## config.mk

```make
export PLATFORM = sky130hd
export DESIGN_NAME = apb_protocol_monitor
export DESIGN_NICKNAME = d
export VERILOG_FILES = /design/src/rtl/apb_mon_pkg.sv /design/src/rtl/apb_mon_tracker.sv /design/src/rtl/apb_mon_rules.sv /design/src/rtl/apb_mon_counter.sv /design/src/rtl/apb_protocol_monitor.sv
export SDC_FILE = /design/constraint.sdc
export NUM_CORES = 1
export LEC_CHECK = 0
export BUFFER_PORTS_ARGS = -buffer_cell sky130_fd_sc_hd__buf_2
export CAP_MARGIN = 25
export CELL_PAD_IN_SITES_DETAIL_PLACEMENT = 1
export CELL_PAD_IN_SITES_GLOBAL_PLACEMENT = 2
export CORE_MARGIN = 2
export CORE_UTILIZATION = 37
export CTS_CLUSTER_SIZE = 28
export DETAILED_ROUTE_END_ITERATION = 12
export GPL_ROUTABILITY_DRIVEN = 1
export PLACE_DENSITY_LB_ADDON = 0.1
export SLEW_MARGIN = 10
export SYNTH_ARGS = -nofsm -noshare
export SYNTH_HDL_FRONTEND = slang
export SYNTH_SLANG_ARGS = --single-unit
```

## constraint.sdc

```tcl
create_clock -name clk -period 4.49 [get_ports clk]
set_clock_uncertainty 0.1 [all_clocks]
set_input_delay 0 -clock clk [delete_from_list [all_inputs] [get_ports clk]]
set_output_delay 0 -clock clk [all_outputs]
set_load 0.005 [all_outputs]
```

## src/rtl/apb_mon_pkg.sv

```systemverilog
package apb_mon_pkg;
   localparam int NUM_RULES          = 6;
   localparam int RULE_MULTI_SEL     = 0;
   localparam int RULE_ORPHAN_ACCESS = 1;
   localparam int RULE_SETUP_BREAK   = 2;
   localparam int RULE_REQ_UNSTABLE  = 3;
   localparam int RULE_ENABLE_HELD   = 4;
   localparam int RULE_STALL_BREAK   = 5;

   typedef enum logic [1:0] {
      PH_IDLE   = 2'd0,
      PH_SETUP  = 2'd1,
      PH_ACCESS = 2'd2
   } phase_e;
endpackage

```

## src/rtl/apb_mon_tracker.sv

```systemverilog
module apb_mon_tracker
   import apb_mon_pkg::*;
#(
   parameter int N_SEL  = 4,
   parameter int ADDR_W = 12,
   parameter int DATA_W = 32,
   localparam int STRB_W = DATA_W / 8
) (
   input  logic              clk,
   input  logic              rst_n,
   input  logic [N_SEL-1:0]  sel,
   input  logic              enable,
   input  logic              write,
   input  logic [ADDR_W-1:0] addr,
   input  logic [DATA_W-1:0] wdata,
   input  logic [STRB_W-1:0] strb,
   input  logic [2:0]        prot,
   input  logic              ready,
   output phase_e            cur_phase,
   output logic              cur_single,
   output phase_e            prev_phase,
   output logic              prev_ready,
   output logic [N_SEL-1:0]  prev_sel,
   output logic              prev_write,
   output logic [ADDR_W-1:0] prev_addr,
   output logic [DATA_W-1:0] prev_wdata,
   output logic [STRB_W-1:0] prev_strb,
   output logic [2:0]        prev_prot
);
   logic any_sel;

   always_comb begin
      any_sel    = |sel;
      cur_single = any_sel && ((sel & (sel - 1'b1)) == '0);
      if (!cur_single)  cur_phase = PH_IDLE;
      else if (enable)  cur_phase = PH_ACCESS;
      else              cur_phase = PH_SETUP;
   end

   always_ff @(posedge clk or negedge rst_n) begin
      if (!rst_n) begin
         prev_phase <= PH_IDLE;
         prev_ready <= 1'b0;
         prev_sel   <= '0;
         prev_write <= 1'b0;
         prev_addr  <= '0;
         prev_wdata <= '0;
         prev_strb  <= '0;
         prev_prot  <= '0;
      end else begin
         prev_phase <= cur_phase;
         prev_ready <= ready;
         prev_sel   <= sel;
         prev_write <= write;
         prev_addr  <= addr;
         prev_wdata <= wdata;
         prev_strb  <= strb;
         prev_prot  <= prot;
      end
   end
endmodule

```

## src/rtl/apb_mon_rules.sv

```systemverilog
module apb_mon_rules
   import apb_mon_pkg::*;
#(
   parameter int N_SEL      = 4,
   parameter int ADDR_W     = 12,
   parameter int DATA_W     = 32,
   parameter bit CHECK_STRB = 1'b1,
   localparam int STRB_W = DATA_W / 8
) (
   input  logic [N_SEL-1:0]     sel,
   input  logic                 enable,
   input  logic                 write,
   input  logic [ADDR_W-1:0]    addr,
   input  logic [DATA_W-1:0]    wdata,
   input  logic [STRB_W-1:0]    strb,
   input  logic [2:0]           prot,
   input  phase_e               prev_phase,
   input  logic                 prev_ready,
   input  logic [N_SEL-1:0]     prev_sel,
   input  logic                 prev_write,
   input  logic [ADDR_W-1:0]    prev_addr,
   input  logic [DATA_W-1:0]    prev_wdata,
   input  logic [STRB_W-1:0]    prev_strb,
   input  logic [2:0]           prev_prot,
   output logic [NUM_RULES-1:0] hits
);
   logic p_setup, p_stall, p_done, acc_now, same_sel, cont;
   logic ctrl_diff, data_diff, strb_diff;

   generate
      if (CHECK_STRB) begin : g_strb_chk
         assign strb_diff = (strb != prev_strb);
      end else begin : g_strb_skip
         assign strb_diff = 1'b0;
      end
   endgenerate

   always_comb begin
      p_setup   = (prev_phase == PH_SETUP);
      p_stall   = (prev_phase == PH_ACCESS) && !prev_ready;
      p_done    = (prev_phase == PH_ACCESS) && prev_ready;
      acc_now   = (|sel) && enable;
      same_sel  = (sel == prev_sel);
      cont      = acc_now && same_sel && (p_setup || p_stall);
      ctrl_diff = (addr != prev_addr) || (write != prev_write) || (prot != prev_prot);
      data_diff = write && ((wdata != prev_wdata) || strb_diff);

      hits                     = '0;
      hits[RULE_MULTI_SEL]     = (sel & (sel - 1'b1)) != '0;
      hits[RULE_ORPHAN_ACCESS] = acc_now && !cont;
      hits[RULE_SETUP_BREAK]   = p_setup && !(acc_now && same_sel);
      hits[RULE_REQ_UNSTABLE]  = cont && (ctrl_diff || data_diff);
      hits[RULE_ENABLE_HELD]   = p_done && enable;
      hits[RULE_STALL_BREAK]   = p_stall && !(acc_now && same_sel);
   end
endmodule

```

## src/rtl/apb_mon_counter.sv

```systemverilog
module apb_mon_counter #(
   parameter int W = 16
) (
   input  logic         clk,
   input  logic         rst_n,
   input  logic         inc,
   output logic [W-1:0] count
);
   always_ff @(posedge clk or negedge rst_n) begin
      if (!rst_n)   count <= '0;
      else if (inc) count <= count + 1'b1;
   end
endmodule

```

## src/rtl/apb_protocol_monitor.sv

```systemverilog
module apb_protocol_monitor
   import apb_mon_pkg::*;
#(
   parameter int N_SEL      = 4,
   parameter int ADDR_W     = 12,
   parameter int DATA_W     = 32,
   parameter int CNT_W      = 16,
   parameter bit CHECK_STRB = 1'b1,
   localparam int STRB_W = DATA_W / 8
) (
   input  logic                 clk,
   input  logic                 rst_n,
   input  logic [N_SEL-1:0]     sel,
   input  logic                 enable,
   input  logic                 write,
   input  logic [ADDR_W-1:0]    addr,
   input  logic [DATA_W-1:0]    wdata,
   input  logic [STRB_W-1:0]    strb,
   input  logic [2:0]           prot,
   input  logic                 ready,
   input  logic                 slverr,
   output logic [NUM_RULES-1:0] viol_flags,
   output logic                 viol_pulse,
   output logic [CNT_W-1:0]     rd_count,
   output logic [CNT_W-1:0]     wr_count,
   output logic [CNT_W-1:0]     err_count
);
   generate
      if (N_SEL < 1) begin : g_bad_nsel
         $error("N_SEL must be at least 1");
      end
      if (ADDR_W < 1 || ADDR_W > 32) begin : g_bad_addr
         $error("ADDR_W must lie in 1..32");
      end
      if (DATA_W != 8 && DATA_W != 16 && DATA_W != 32) begin : g_bad_data
         $error("DATA_W must be 8, 16 or 32");
      end
      if (CNT_W < 1) begin : g_bad_cnt
         $error("CNT_W must be at least 1");
      end
   endgenerate

   phase_e              cur_phase, prev_phase;
   logic                cur_single, prev_ready, prev_write;
   logic [N_SEL-1:0]    prev_sel;
   logic [ADDR_W-1:0]   prev_addr;
   logic [DATA_W-1:0]   prev_wdata;
   logic [STRB_W-1:0]   prev_strb;
   logic [2:0]          prev_prot;
   logic [NUM_RULES-1:0] hits;
   logic                done_now;

   apb_mon_tracker #(.N_SEL(N_SEL), .ADDR_W(ADDR_W), .DATA_W(DATA_W)) u_track (
      .clk(clk), .rst_n(rst_n), .sel(sel), .enable(enable), .write(write),
      .addr(addr), .wdata(wdata), .strb(strb), .prot(prot), .ready(ready),
      .cur_phase(cur_phase), .cur_single(cur_single),
      .prev_phase(prev_phase), .prev_ready(prev_ready), .prev_sel(prev_sel),
      .prev_write(prev_write), .prev_addr(prev_addr), .prev_wdata(prev_wdata),
      .prev_strb(prev_strb), .prev_prot(prev_prot)
   );

   apb_mon_rules #(.N_SEL(N_SEL), .ADDR_W(ADDR_W), .DATA_W(DATA_W),
                   .CHECK_STRB(CHECK_STRB)) u_rules (
      .sel(sel), .enable(enable), .write(write), .addr(addr), .wdata(wdata),
      .strb(strb), .prot(prot), .prev_phase(prev_phase), .prev_ready(prev_ready),
      .prev_sel(prev_sel), .prev_write(prev_write), .prev_addr(prev_addr),
      .prev_wdata(prev_wdata), .prev_strb(prev_strb), .prev_prot(prev_prot),
      .hits(hits)
   );

   always_ff @(posedge clk or negedge rst_n) begin
      if (!rst_n) begin
         viol_flags <= '0;
         viol_pulse <= 1'b0;
      end else begin
         viol_flags <= viol_flags | hits;
         viol_pulse <= |hits;
      end
   end

   assign done_now = (cur_phase == PH_ACCESS) && cur_single && ready;

   logic [2:0] inc_vec;
   assign inc_vec = {done_now && slverr, done_now && write, done_now && !write};
   logic [CNT_W-1:0] cnt_bus [3];

   generate
      for (genvar k = 0; k < 3; k++) begin : g_cnt
         apb_mon_counter #(.W(CNT_W)) u_cnt (
            .clk(clk), .rst_n(rst_n), .inc(inc_vec[k]), .count(cnt_bus[k])
         );
      end
   endgenerate

   assign rd_count  = cnt_bus[0];
   assign wr_count  = cnt_bus[1];
   assign err_count = cnt_bus[2];
endmodule

```

# [Word level (Yosys, flattened, before mapping)]
# Cells that the tools add are included.
[op_classes] bitwise_logic=2 n_eq_ne=9 reduce_logical=30 n_mux=2 n_addsub=4
[ops] cell="adder 16 x 1 -> 16 bit, second input constant" n=3
[ops] cell="!= test 32 bit" n=1
[ops] cell="logical AND 1 bit" n=17
[ops] cell="!= test 12 bit" n=1
[ops] cell="bitwise OR 6 bit" n=1
[ops] cell="OR reduction 6 bit" n=1
[ops] cell="logical OR 1 bit" n=5
[ops] cell="AND 4 bit" n=1
[ops] cell="equality test 2 bit, second input constant" n=2
[ops] cell="equality test 4 bit" n=1
[ops] cell="logical NOT 1 bit" n=4
[ops] cell="logical NOT 4 bit" n=1
[ops] cell="two-way mux 2 bit" n=2
[ops] cell="!= test 4 bit" n=1
[ops] cell="nonzero test 4 bit" n=1
[ops] cell="OR reduction 4 bit" n=1
[ops] cell="subtractor 4 x 1 -> 4 bit, second input constant" n=1
[ops] cell="!= test 3 bit" n=1
[ops] cell="equality test 2 x 1 -> 1 bit, second input constant" n=1
[ops] cell="!= test 1 bit" n=1
[word_totals] out_inout_bits=55 in_bits=61 word_cells=60 register_bits=114

# [Longest topological paths before layout]
[depth] ltp_word=9 ltp_mapped=7 mapped_depth_nobuf=6

# [By module]
# A second synthesis with hierarchy kept.
[unflattened] hier_cells=341 area_unflattened_um2=4588.2
[modules_own_cells] module="apb_mon_counter" cells_per_inst=56 seq_area_each_um2=400.4 n_inst=3 area_per_inst_um2=695.7
[modules_own_cells] module="apb_mon_tracker" cells_per_inst=65 seq_area_each_um2=1476.4 n_inst=1 area_per_inst_um2=1535.2
[modules_own_cells] module="apb_mon_rules" cells_per_inst=88 seq_area_each_um2=0.0 n_inst=1 area_per_inst_um2=709.4
[modules_own_cells] module="apb_protocol_monitor" cells_per_inst=20 seq_area_each_um2=175.2 n_inst=1 area_per_inst_um2=256.5

# [Worst setup path before layout]
# OpenSTA, ideal clock, no wires.
[synth_path] path_kind="reg2reg" startpoint="reg g_cnt[0].u_cnt.count[0]" endpoint="reg g_cnt[0].u_cnt.count[12]" synth_period_minus_slack_ns=1.919 setup_slack_ns=2.571 required_ns=4.266 t_arrival_ns=1.695 n_path_buf=0 stages_incl_launch_ff=7 setup_ns=0.124 cell_sequence="dfrtp_1 > ha_1 > nor2b_1 > or3b_2 > a21oi_1 > nand3_1 > xnor2_1"
[synth_via] elab_chain_cells=1
[synth_lines] item="start, declared" line="apb_mon_counter.sv:7" text="output logic [W-1:0] count"
[synth_lines] item="start signal, assigned" line="apb_mon_counter.sv:11" text="else if (inc) count <= count + 1'b1;"
[synth_lines] item="adder 16 x 1 -> 16 bit" line="apb_mon_counter.sv:11"
# No other way between the ends.
# A chain may end at the register's enable or synchronous reset.

# [Worst setup path after layout]
[layout_path] startpoint="in sel[3]" endpoint="reg g_cnt[1].u_cnt.count[11]"
[layout_via] elab_chain_cells=9 word_cells_on_any_way=10 cone_classes="1 x add/sub; 1 x eq/ne; 1 x mux; 1 x bitwise; 6 x reduce/logical"
[layout_lines] item="start, declared" line="apb_protocol_monitor.sv:13" text="input logic [N_SEL-1:0] sel,"
[layout_lines] item="subtractor 4 x 1 -> 4 bit" line="apb_mon_tracker.sv:34" text="cur_single = any_sel && ((sel & (sel - 1'b1)) == '0);"
[layout_lines] item="AND 4 bit" line="apb_mon_tracker.sv:34"
[layout_lines] item="logical NOT 4 bit" line="apb_mon_tracker.sv:34"
[layout_lines] item="logical AND 1 bit *" line="apb_mon_tracker.sv:34"
[layout_lines] item="two-way mux 2 bit" line="apb_mon_tracker.sv:35" text="if (!cur_single) cur_phase = PH_IDLE;"
[layout_lines] item="equality test 2 bit" line="apb_protocol_monitor.sv:81" text="assign done_now = (cur_phase == PH_ACCESS) && cur_single && ready;"
[layout_lines] item="logical AND 1 bit * (2 in series)" line="apb_protocol_monitor.sv:81"
[layout_lines] item="logical AND 1 bit *" line="apb_protocol_monitor.sv:84" text="assign inc_vec = {done_now && slverr, done_now && write, done_now && !write};"
[layout_lines] item="end signal, assigned" line="apb_mon_counter.sv:11"
[layout_lines] item="end, declared" line="apb_mon_counter.sv:7"
# Mark *: on every way between the ends. The rest lies on a longest branch, timed or not.

==> metrics.txt <==
Layout Nets=619; Detailed Route Iter0 Violations=75; Placer Congestion=0.7118; drt wl/cell=16.17 um; internal reg-to-reg setup slack=2.30 ns; number of diodes=0; Critical path origin=sel[3]; share of cells above drive strength 1=26.63%; FF+latch count, synth=114; die area=13370 sq um; CTS H-tree lvls=4; peak supply drop=0.0002981 V; Post-Syn Area=4611 sq um; Synth top area share=61.87%; synth top area cells=dfrtp_1, xor2_1, xnor2_1; global-route wire length before repair=19200 um; Detailed Routing Iterations Pass 1=4; gr usage total=19.27%; PwrDens=418.4 nW/um^2; CP Data Arrival Time=2.49 ns; Initial Utilization=38.07%; Die Y=115.6 um; Pleak=3.121 nW; Final Hold Fails=0; final worst-path cycle share=51.08%; Routed Antenna Nets=0; clock sinks=114; final setup fails=0; PortBufs=115; f_max=436.0 MHz; gate count after technology mapping=363; Design Area, Final=6534 sq um; FILL cells=1326; dpl cell area=5393 sq um; max cap viols=0; Slew headroom=46.60%; Clock Pin Slew Worst Setup and Hold Paths=0.05 ns; TritonCTS clock tree=done; vias in the first global route=3744; postcts setup bufs=0; Mapped Nets=427; setup TNS=0 ns; Slew Viols, Final=0; Die X=115.6 um; most frequent cells in the layout=dfrtp_1, buf_2, xor2_1; RR Startpoint=g_cnt[0].u_cnt.count[0]; DRC=0; total clock buffers created by CTS=17; WS Path Type=in2reg; Avg Cell Area, Syn=12.70 sq um; row count=40; worst slack at placement=2.276 ns; Worst Path Max Fanout=9; setup ws final=2.197 ns; I/O pin count=116; Routed WL=11890 um; element type at the critical path end=flop; Max clock buf depth=2; Req. time, crit path=4.68 ns; worst skew pair latency=0.41 ns; largest net degree at the start of global routing=59; Overflow after GRT=0; CP startpoint kind=input pin; Synth warnings=0; status=complete, no violations; root buf cell=clkbuf_16; min Tclk post-route=2.294 ns; RSZ-0062 raised after global routing=no; worst slew pin tran=0.7975 ns; Vias/cell=4.654; Area Growth Syn to Fin=41.71%; post-synthesis cell type with the largest combined area=dfrtp_1; antenna violations before repair=0; fin util=53.95%; vias=3421; worst min path class=in2async; core area=12110 sq um; synth unique cells=34; post-synthesis sequential area ratio=61.87%; Final HPWL DP=7568 um
## registers in the layout, indices dropped and copies added (netlist names)
signal	flops
u_track.prev_phase	2
u_track.prev_strb	4
u_track.prev_wdata	32
u_track.prev_write	1
viol_flags	6
u_track.prev_sel	4
g_cnt.u_cnt.count	48
u_track.prev_prot	3
viol_pulse	1
u_track.prev_addr	12
u_track.prev_ready	1
## kinds of logic after synthesis
kind of cell               after synthesis  synth area share (%)
muxes                                    3                0.7326
AOI/OAI and AO/OA                       21                 3.311
and+or+nand+nor                        108                 12.73
DFF                                    114                 61.87
adders and majority gates                4                 1.031
buffers and inverters                   11                0.9498
xor gates and xnor gates               102                 19.38
## layer usage
| metal | routed length, um | global-route usage [%] |
|---|---|---|
| met5 | 0 | 0 |
| met4 | 154 | 8.095 |
| met1 | 5273 | 23.99 |
| met2 | 5978 | 31.81 |
| met3 | 479 | 5.230 |
## metrics by stage
| stage | total power [mW] | hold slack (ns) | std cells |
|---|---|---|---|
| finish | 2.734 | 0.1070 | 735 |
| global route | 2.865 | 0.1429 | 735 |
| CTS | 2.768 | 0.1310 | 735 |
| detailed placement | 1.464 | 0.02063 | 644 |
| global placement | 1.453 | 0.01050 | 644 |
| floorplan | 1.305 | -0.3956 | 363 |
## path summary, 6_finish.rpt
path | cells after the start | to
max | 7 | g_cnt[1].u_cnt.count[11]
min | 2 | u_track.prev_wdata[12]
max reg2reg | 6 | g_cnt[0].u_cnt.count[14]
min reg2reg | 1 | g_cnt[0].u_cnt.count[15]
max in group asynchronous | 3 | g_cnt[0].u_cnt.count[0]
min in group clk | 2 | u_track.prev_wdata[18]
## repair_timing
action | 4_1_cts | 5_1_grt
hold buffers | 60 | 0
endpoints found under the setup margin | 0 | 0
hold endpoints to repair | 127 | 0
resized for setup | 0 | 0
## final cells by class
cell class | instances | area, sq um | share of cell area (%)
clock buffer | 25 | 485.5 | 7.430
sequential | 114 | 2853 | 43.66
inverter | 8 | 30.03 | 0.4596
timing repair buffer | 176 | 1186 | 18.15
multi-input combinational | 238 | 1714 | 26.24
tap | 168 | 210.2 | 3.217
clock inverter | 6 | 55.05 | 0.8426
## synth_stat cells
library cell / n
clkbuf_1: 1
maj3_1: 1
o211ai_1: 1
nand4b_1: 1
or3_1: 2
nand4_1: 12
ha_1: 3
xnor2_1: 29
nor3_2: 2
or2_0: 1
xor2_1: 73
a211o_1: 2
a31o_2: 1
or3b_2: 2
a2111o_1: 1
mux2_2: 3
o2111ai_1: 1
nor4_1: 21
a21oi_2: 1
and3_1: 9
nor3_1: 5
nand2_1: 21
buf_2: 2
inv_1: 8
nand2b_1: 4
dfrtp_1: 114
a211oi_1: 3
a21o_1: 1
a21oi_1: 2
nand3_1: 14
o21bai_1: 4
nor2b_1: 3
nor2_1: 11
o21ai_0: 4
## worst max-delay path, cell delays in order
cell	delay [ns]
dlygate4sd3_1	0.55
buf_2	0.16
or3_1	0.39
or2_0	0.42
a2111o_1	0.61
nand2b_1	0.20
xnor2_1	0.15
## power by group
group          internal, mW  switching [mW]  leakage, nW
Sequential             1.11          0.0744         1.39
Clock                 0.796           0.452        0.271
Combinational         0.161           0.144         1.46
Total                  2.06           0.671         3.12
Note: power is estimated with default switching activity, not from simulation.
